===== src/rtl/nand_prog_pkg.sv =====
package nand_prog_pkg;

  typedef enum logic [1:0] {
    PH_IDLE,
    PH_SETUP,
    PH_LOW,
    PH_HOLD
  } we_phase_t;

  typedef enum logic [2:0] {
    ST_IDLE,
    ST_CMD_SETUP,
    ST_ADDR,
    ST_DATA,
    ST_CMD_CONF,
    ST_BLIND,
    ST_WAIT_RB,
    ST_DONE
  } prog_state_t;

endpackage


===== src/rtl/nand_sync_bit.sv =====
module nand_sync_bit #(
  parameter int STAGES  = 2,
  parameter bit RST_VAL = 1'b0
) (
  input  logic clk,
  input  logic arst_n,
  input  logic d,
  output logic q
);

  logic [STAGES-1:0] sh_q;

  always_ff @(posedge clk or negedge arst_n) begin
    if (!arst_n) sh_q <= {STAGES{RST_VAL}};
    else         sh_q <= {sh_q[STAGES-2:0], d};
  end

  assign q = sh_q[STAGES-1];

endmodule


===== src/rtl/nand_we_seq.sv =====
module nand_we_seq
  import nand_prog_pkg::*;
#(
  parameter int SETUP_CYC   = 2,
  parameter int WE_LOW_CYC  = 2,
  parameter int WE_HIGH_CYC = 2
) (
  input  logic       clk,
  input  logic       rst_n,
  input  logic       go,
  input  logic [7:0] byte_in,
  input  logic       cle_in,
  input  logic       ale_in,
  output logic       busy,
  output logic       fin,
  output logic       we_n,
  output logic       cle,
  output logic       ale,
  output logic [7:0] io,
  output logic       oe
);

  localparam int MAXC = (SETUP_CYC > WE_LOW_CYC) ?
                        ((SETUP_CYC > WE_HIGH_CYC) ? SETUP_CYC : WE_HIGH_CYC) :
                        ((WE_LOW_CYC > WE_HIGH_CYC) ? WE_LOW_CYC : WE_HIGH_CYC);
  localparam int CW = $clog2(MAXC + 1);
  localparam logic [CW-1:0] LD_SETUP = CW'(SETUP_CYC - 1);
  localparam logic [CW-1:0] LD_LOW   = CW'(WE_LOW_CYC - 1);
  localparam logic [CW-1:0] LD_HOLD  = CW'(WE_HIGH_CYC - 1);

  we_phase_t     ph_q, ph_d;
  logic [CW-1:0] cnt_q, cnt_d;
  logic          load;
  logic [7:0]    io_q, io_d;
  logic          cle_q, cle_d, ale_q, ale_d, oe_q, oe_d, we_n_q, we_n_d;

  always_comb begin
    ph_d  = ph_q;
    cnt_d = cnt_q;
    load  = 1'b0;
    unique case (ph_q)
      PH_IDLE: begin
        if (go) begin
          ph_d  = PH_SETUP;
          cnt_d = LD_SETUP;
          load  = 1'b1;
        end
      end
      PH_SETUP: begin
        if (cnt_q == '0) begin
          ph_d  = PH_LOW;
          cnt_d = LD_LOW;
        end else cnt_d = cnt_q - 1'b1;
      end
      PH_LOW: begin
        if (cnt_q == '0) begin
          ph_d  = PH_HOLD;
          cnt_d = LD_HOLD;
        end else cnt_d = cnt_q - 1'b1;
      end
      PH_HOLD: begin
        if (cnt_q == '0) ph_d = PH_IDLE;
        else             cnt_d = cnt_q - 1'b1;
      end
      default: ph_d = PH_IDLE;
    endcase
  end

  always_comb begin
    io_d  = io_q;
    cle_d = cle_q;
    ale_d = ale_q;
    oe_d  = oe_q;
    if (load) begin
      io_d  = byte_in;
      cle_d = cle_in;
      ale_d = ale_in;
      oe_d  = 1'b1;
    end else if (ph_d == PH_IDLE) begin
      io_d  = 8'h00;
      cle_d = 1'b0;
      ale_d = 1'b0;
      oe_d  = 1'b0;
    end
    we_n_d = (ph_d != PH_LOW);
  end

  always_ff @(posedge clk or negedge rst_n) begin
    if (!rst_n) begin
      ph_q   <= PH_IDLE;
      cnt_q  <= '0;
      io_q   <= 8'h00;
      cle_q  <= 1'b0;
      ale_q  <= 1'b0;
      oe_q   <= 1'b0;
      we_n_q <= 1'b1;
    end else begin
      ph_q   <= ph_d;
      cnt_q  <= cnt_d;
      io_q   <= io_d;
      cle_q  <= cle_d;
      ale_q  <= ale_d;
      oe_q   <= oe_d;
      we_n_q <= we_n_d;
    end
  end

  assign busy = (ph_q != PH_IDLE);
  assign fin  = (ph_q == PH_HOLD) && (cnt_q == '0);
  assign we_n = we_n_q;
  assign cle  = cle_q;
  assign ale  = ale_q;
  assign io   = io_q;
  assign oe   = oe_q;

  // latched values do not move while write enable is low
  a_r6_low_phase_stable: assert property (@(posedge clk) disable iff (!rst_n)
    (!we_n_q && $past(!we_n_q)) |-> ($stable(io_q) && $stable(cle_q) && $stable(ale_q)));

  // bus is driven whenever write enable is low
  a_r6_bus_driven: assert property (@(posedge clk) disable iff (!rst_n)
    !we_n_q |-> oe_q);

  // command and address latches never overlap
  a_r7_cle_ale_excl: assert property (@(posedge clk) disable iff (!rst_n)
    !(cle_q && ale_q));

endmodule


===== src/rtl/nand_prog_ctrl.sv =====
module nand_prog_ctrl
  import nand_prog_pkg::*;
#(
  parameter int         ADDR_BYTES  = 4,
  parameter int         PAGE_BYTES  = 16,
  parameter int         SETUP_CYC   = 2,
  parameter int         WE_LOW_CYC  = 2,
  parameter int         WE_HIGH_CYC = 2,
  parameter int         BUSY_DLY    = 4,
  parameter int         SYNC_STAGES = 2,
  parameter logic [7:0] CMD_SETUP   = 8'h80,
  parameter logic [7:0] CMD_CONFIRM = 8'h10
) (
  input  logic                    clk,
  input  logic                    rst_n,
  input  logic                    req_valid,
  output logic                    req_ready,
  input  logic [ADDR_BYTES*8-1:0] req_page,
  input  logic                    data_valid,
  output logic                    data_ready,
  input  logic [7:0]              data_byte,
  output logic                    done,
  output logic                    nand_ce_n,
  output logic                    nand_cle,
  output logic                    nand_ale,
  output logic                    nand_we_n,
  output logic                    nand_re_n,
  output logic [7:0]              nand_io_out,
  output logic                    nand_io_oe,
  input  logic                    nand_rb
);

  localparam int ADDR_W  = ADDR_BYTES * 8;
  localparam int CNT_MAX = (ADDR_BYTES > PAGE_BYTES) ? ADDR_BYTES : PAGE_BYTES;
  localparam int CW      = $clog2(CNT_MAX + 1);
  localparam int DW      = $clog2(BUSY_DLY + 1);
  localparam logic [CW-1:0] ADDR_LAST = CW'(ADDR_BYTES - 1);
  localparam logic [CW-1:0] PAGE_LAST = CW'(PAGE_BYTES - 1);
  localparam logic [DW-1:0] BLIND_LD  = DW'(BUSY_DLY - 1);

  logic rst_n_s;
  logic rb_s;

  nand_sync_bit #(.STAGES(2), .RST_VAL(1'b0)) u_rst_sync (
    .clk(clk), .arst_n(rst_n), .d(1'b1), .q(rst_n_s)
  );

  nand_sync_bit #(.STAGES(SYNC_STAGES), .RST_VAL(1'b1)) u_rb_sync (
    .clk(clk), .arst_n(rst_n_s), .d(nand_rb), .q(rb_s)
  );

  prog_state_t       st_q, st_d;
  logic [CW-1:0]     cnt_q, cnt_d;
  logic [DW-1:0]     dly_q, dly_d;
  logic [ADDR_W-1:0] addr_q, addr_d;
  logic              addr_en;
  logic              launched_q, launched_d;
  logic              go, sfin, sbusy, s_cle, s_ale;
  logic [7:0]        s_byte;

  always_comb begin
    st_d    = st_q;
    cnt_d   = cnt_q;
    dly_d   = dly_q;
    addr_d  = addr_q;
    addr_en = 1'b0;
    go      = 1'b0;
    s_byte  = 8'h00;
    s_cle   = 1'b0;
    s_ale   = 1'b0;
    unique case (st_q)
      ST_IDLE: begin
        if (req_valid) begin
          st_d    = ST_CMD_SETUP;
          addr_d  = req_page;
          addr_en = 1'b1;
        end
      end
      ST_CMD_SETUP: begin
        s_cle  = 1'b1;
        s_byte = CMD_SETUP;
        go     = !launched_q;
        if (sfin) begin
          st_d  = ST_ADDR;
          cnt_d = '0;
        end
      end
      ST_ADDR: begin
        s_ale  = 1'b1;
        s_byte = addr_q[7:0];
        go     = !launched_q;
        if (sfin) begin
          addr_d  = addr_q >> 8;
          addr_en = 1'b1;
          if (cnt_q == ADDR_LAST) begin
            st_d  = ST_DATA;
            cnt_d = '0;
          end else cnt_d = cnt_q + 1'b1;
        end
      end
      ST_DATA: begin
        s_byte = data_byte;
        go     = data_valid && !launched_q;
        if (sfin) begin
          if (cnt_q == PAGE_LAST) st_d = ST_CMD_CONF;
          else                    cnt_d = cnt_q + 1'b1;
        end
      end
      ST_CMD_CONF: begin
        s_cle  = 1'b1;
        s_byte = CMD_CONFIRM;
        go     = !launched_q;
        if (sfin) begin
          st_d  = ST_BLIND;
          dly_d = BLIND_LD;
        end
      end
      ST_BLIND: begin
        if (dly_q == '0) st_d = ST_WAIT_RB;
        else             dly_d = dly_q - 1'b1;
      end
      ST_WAIT_RB: begin
        if (rb_s) st_d = ST_DONE;
      end
      ST_DONE: st_d = ST_IDLE;
      default: st_d = ST_IDLE;
    endcase
  end

  always_comb begin
    launched_d = launched_q;
    if (go)        launched_d = 1'b1;
    else if (sfin) launched_d = 1'b0;
  end

  always_ff @(posedge clk or negedge rst_n_s) begin
    if (!rst_n_s) begin
      st_q       <= ST_IDLE;
      cnt_q      <= '0;
      dly_q      <= '0;
      launched_q <= 1'b0;
    end else begin
      st_q       <= st_d;
      cnt_q      <= cnt_d;
      dly_q      <= dly_d;
      launched_q <= launched_d;
    end
  end

  always_ff @(posedge clk or negedge rst_n_s) begin
    if (!rst_n_s)     addr_q <= '0;
    else if (addr_en) addr_q <= addr_d;
  end

  nand_we_seq #(
    .SETUP_CYC  (SETUP_CYC),
    .WE_LOW_CYC (WE_LOW_CYC),
    .WE_HIGH_CYC(WE_HIGH_CYC)
  ) u_we_seq (
    .clk    (clk),
    .rst_n  (rst_n_s),
    .go     (go),
    .byte_in(s_byte),
    .cle_in (s_cle),
    .ale_in (s_ale),
    .busy   (sbusy),
    .fin    (sfin),
    .we_n   (nand_we_n),
    .cle    (nand_cle),
    .ale    (nand_ale),
    .io     (nand_io_out),
    .oe     (nand_io_oe)
  );

  assign req_ready  = (st_q == ST_IDLE);
  assign data_ready = (st_q == ST_DATA) && !launched_q;
  assign done       = (st_q == ST_DONE);
  assign nand_ce_n  = (st_q == ST_IDLE);
  assign nand_re_n  = 1'b1;

  // the controller only launches a byte into an idle strobe engine
  a_r4_launch_idle: assert property (@(posedge clk) disable iff (!rst_n_s)
    !launched_q |-> !sbusy);

  // the device is selected whenever a byte is being strobed
  a_r8_ce_during_we: assert property (@(posedge clk) disable iff (!rst_n_s)
    !nand_we_n |-> !nand_ce_n);

  // completion is reported only with the device ready
  a_r9_rb_high_at_done: assert property (@(posedge clk) disable iff (!rst_n_s)
    $rose(done) |-> nand_rb);

  // done is a single-cycle pulse
  a_r10_done_one_cycle: assert property (@(posedge clk) disable iff (!rst_n_s)
    done |=> !done);

  // no request is taken while completion is being reported
  a_r10_no_ready_at_done: assert property (@(posedge clk) disable iff (!rst_n_s)
    done |-> !req_ready);

  // a data byte is only taken with write enable idle
  a_r11_data_ready_idle: assert property (@(posedge clk) disable iff (!rst_n_s)
    data_ready |-> nand_we_n);

endmodule


===== config.mk =====
export PLATFORM = sky130hd
export DESIGN_NAME = nand_prog_ctrl
export DESIGN_NICKNAME = d
export VERILOG_FILES = /design/src/rtl/nand_prog_pkg.sv /design/src/rtl/nand_sync_bit.sv /design/src/rtl/nand_we_seq.sv /design/src/rtl/nand_prog_ctrl.sv
export SDC_FILE = /design/constraint.sdc
export NUM_CORES = 1
export LEC_CHECK = 0
export CORE_AREA = 2 2 101 64
export CTS_BUF_LIST = sky130_fd_sc_hd__clkbuf_4 sky130_fd_sc_hd__clkbuf_8 sky130_fd_sc_hd__clkbuf_16
export CTS_CLUSTER_DIAMETER = 60
export DETAILED_ROUTE_END_ITERATION = 6
export DIE_AREA = 0 0 103 66
export DONT_BUFFER_PORTS = 1
export PLACE_DENSITY = 0.76
export SLEW_MARGIN = 20
export SYNTH_ARGS = -nofsm -noshare
export SYNTH_HDL_FRONTEND = slang
export SYNTH_SLANG_ARGS = --single-unit

===== constraint.sdc =====
create_clock -name clk -period 3.1 [get_ports clk]
set_input_delay 0.62 -clock clk [delete_from_list [all_inputs] [get_ports clk]]
set_output_delay 0.62 -clock clk [all_outputs]
set_load 0.02 [all_outputs]

==> metrics.yaml <==
setup_path:
  worstRegToRegCells: 6
  slowest_stage: "a211oi_2"
  crit_path_end_kind: "flip-flop"
  cp_cell_sequence: "inv_1 -> ha_1 -> a2111oi_4 -> o311ai_1 -> a211oi_2 -> a222oi_1"
  worstPathArrival_ns: 2.79
  cpPeakStageDelay_ns: 0.66
  startpoint_type: "flip-flop"
  cp_data_required_time_ns: 3.27
  worstPathMaxFanout: 13
  path_class: "flip-flop to flip-flop"
power:
  p_per_area_nw_per_um2: 454
  seqPwrFrac_pct: 52.0
  vdd.ir_drop.worst_uv: 303
  p_total_w: 0.00162
  switchingPower_w: 0.000333
  combPwrFrac_pct: 1.4
  p_int_w: 0.00129
  clockPowerShare_pct: 46.5
  swShare_pct: 20.6
  p_leak_nw: 1.48
floorplan:
  die_area_um2: 6800
  ios: 62
  core_area_um2: 5890
  die_height_um: 66
  die_x_um: 103
  initial_core_util_pct: 56.6
  rows: 22
drt:
  drc: 0
  vias: 2457
  drtIter0Drc: 175
  ant_nets: 0
  drt-total-wl_um: 6900
  wl_per_cell_um: 15.7
  drt_pass1_iterations: 5
  routed_via_density: 5.61
outcome:
  status: "complete, no violations"
global_route:
  grt_use_total_pct: 21.9
  antenna_found_initial: 0
  grt_max_degree: 65
  grt_pass1_wl_um: 11300
  globalRoute.totalOverflow: 0
  grt_pass1_vias: 2326
yosys:
  ys_types: 50
  synth.cell_area_um2: 3330
  ys_ff_latch: 64
  synth_edf_count: 0
  syn_inst: 356
  synth_ff_type: "dfrtp_1"
  avgSynthCellArea_um2: 9.37
  synth_seq_area_share_pct: 48.1
  async_flop_share_pct: 100
  synth_warnings: 0
clock_network:
  numClockSinks: 64
  cts_tree: "yes"
  hold_buffers: 1
  insertion_delay_ns: 0.34
  clock-root-buffer: "clkbuf_8"
  htreeDepth: 3
  cts_setup_buffers: 0
  ctsResizeCount: 0
  path_clk_slew_ns: 0.06
  cts.path.max_buffers: 2
  numCtsBuffers: 9
layout:
  area_growth_pct: 7.02
  n_antenna_cell: 0
  layout.nets: 410
  drive_gt1_share_pct: 10.2
sta:
  slew_headroom_pct: 48.8
  fin_crit_sh_pct: 84.3
  max_freq_mhz: 383
  final.min_clock_period_ns: 2.61
  setup-violations-final: 0
  tightestPinTransition_ns: 0.767
  fin_setup_tns_ns: 0
  finalHoldViolCount: 0
  rsz0062_at_grt: "no"
  drv_slew: 0
  skew_ns: 0.00939
flow_run:
  maxCapViolations: 0
placed_design:
  place.gp.congestion: 0.790
  numPortBuffers: 0
  place_hpwl_um: 4800
min_path:
  hp-class: "flip-flop to async pin"
sequential cells by signal, indices dropped and copies added, names as in the netlist, 3 cells and up:
name         cells
cnt_q            5
u_we_seq.io      8
st_q             3
dly_q            3
addr_q          32
cell type report:
type,count,area [um2]
Clock buffer,13,173
Clock inverter,2,37.5
Fill cell,526,2320
Inverter,23,86.3
Multi-Input combinational cell,246,1510
Sequential cell,64,1610
Tap cell,84,105
Timing Repair Buffer,6,47.5
power by group through the flow:
| stage | Combinational, W | Clock [W] | Sequential (W) |
|---|---|---|---|
| after global placement | 0.0000227 | 0 | 0.000858 |
| after floorplan | 0.00000828 | 0 | 0.000866 |
| after CTS | 0.0000241 | 0.000765 | 0.000843 |
| after global routing | 0.0000274 | 0.000803 | 0.000843 |
| final | 0.0000230 | 0.000753 | 0.000842 |
| after detailed placement | 0.0000228 | 0 | 0.000858 |
critical path, delay by kind of cell (launching register included):
kind / cells / cell delay [ns]
AOI/OAI and AO/OA: 4 / 1.62
DFF: 1 / 0.39
adders and majority gates: 1 / 0.36
buffers and inverters: 1 / 0.08
routing by layer:
metal / vias to the layer above / share of wire [%] / GRT usage [%]
met5: - / 0 / 0
met4: 0 / 0.84 / 6.09
met3: 6 / 7.1 / 8.67
met2: 54 / 43 / 31.0
met1: 1176 / 49 / 31.2
li1: 1221 / - / -
worst paths after layout:
kind                               startpoint           endpoint  slack, ns
setup / recovery                      st_q[1]     u_we_seq.io[4]       0.49
hold / removal             u_rst_sync.sh_q[1]           cnt_q[3]       0.13
setup reg to reg                      st_q[1]     u_we_seq.io[4]       0.49
hold reg to reg            u_rst_sync.sh_q[1]           cnt_q[3]       0.13
max in group asynchronous  u_rst_sync.sh_q[1]   u_we_seq.ph_q[0]       2.06
min in group clk                      nand_rb  u_rb_sync.sh_q[0]       0.28
cells in the final DEF, fill, tap and decap left out, types with 3 or more instances in the layout:
master / synthesis / routed
a2111oi_4: 3 / 3
a21oi_1: 5 / 5
a22oi_1: 6 / 6
a31oi_1: 25 / 25
and3_1: 3 / 3
buf_4: 6 / 5
clkbuf_8: 0 / 12
dfrtp_1: 61 / 60
dfstp_2: 3 / 3
ha_1: 15 / 15
inv_1: 23 / 23
mux2i_1: 4 / 4
nand2_1: 66 / 66
nand2b_1: 6 / 6
nand3_1: 10 / 10
nor2_1: 30 / 30
nor2b_1: 7 / 6
nor3_1: 6 / 6
o21ai_0: 15 / 15
o22ai_1: 9 / 9
o2bb2ai_1: 3 / 3
synth_stat cells, drive strengths merged (3+ instances only):
master	n	area share, %
nor2b	7	1.3
nor3	6	0.90
buf	16	3.2
a2111oi	4	2.8
nand3	10	1.5
o21ai	16	2.4
nand2	67	7.6
inv	23	2.6
a21oi	5	0.75
o2bb2ai	3	0.79
clkbuf	8	0.90
a31oi	25	4.7
dfrtp	61	46
nand2b	6	1.1
mux2i	4	1.2
o22ai	9	1.7
and3	3	0.56
dfstp	3	2.4
nor2	30	3.4
ha	15	5.6
a22oi	6	1.4
cells by family after synthesis:
| logic type | count (synthesis) | synth area share [%] |
|---|---|---|
| AND/OR/NAND/NOR | 138 | 18.3 |
| AO/OA/AOI/OAI | 85 | 19.2 |
| flip-flops | 64 | 48.1 |
| buffers and inverters | 47 | 6.68 |
| adder cells (fa/ha/maj) | 15 | 5.63 |
| multiplexers | 6 | 1.88 |
| other | 1 | 0.112 |
metrics by stage:
stage               util, %  std cells  hold WS, ns  setup slack, ns  area, um2
floorplan                 -        357        0.324             1.03       3340
global placement       56.8        422        0.139            0.642       3350
detailed placement     56.8        422        0.140            0.545       3350
CTS                    60.6        438        0.146            0.524       3570
global route           60.6        438        0.162            0.269       3570
finish                 60.6        438        0.133            0.486       3570
No activity file was read; power rests on OpenSTA's default activity.
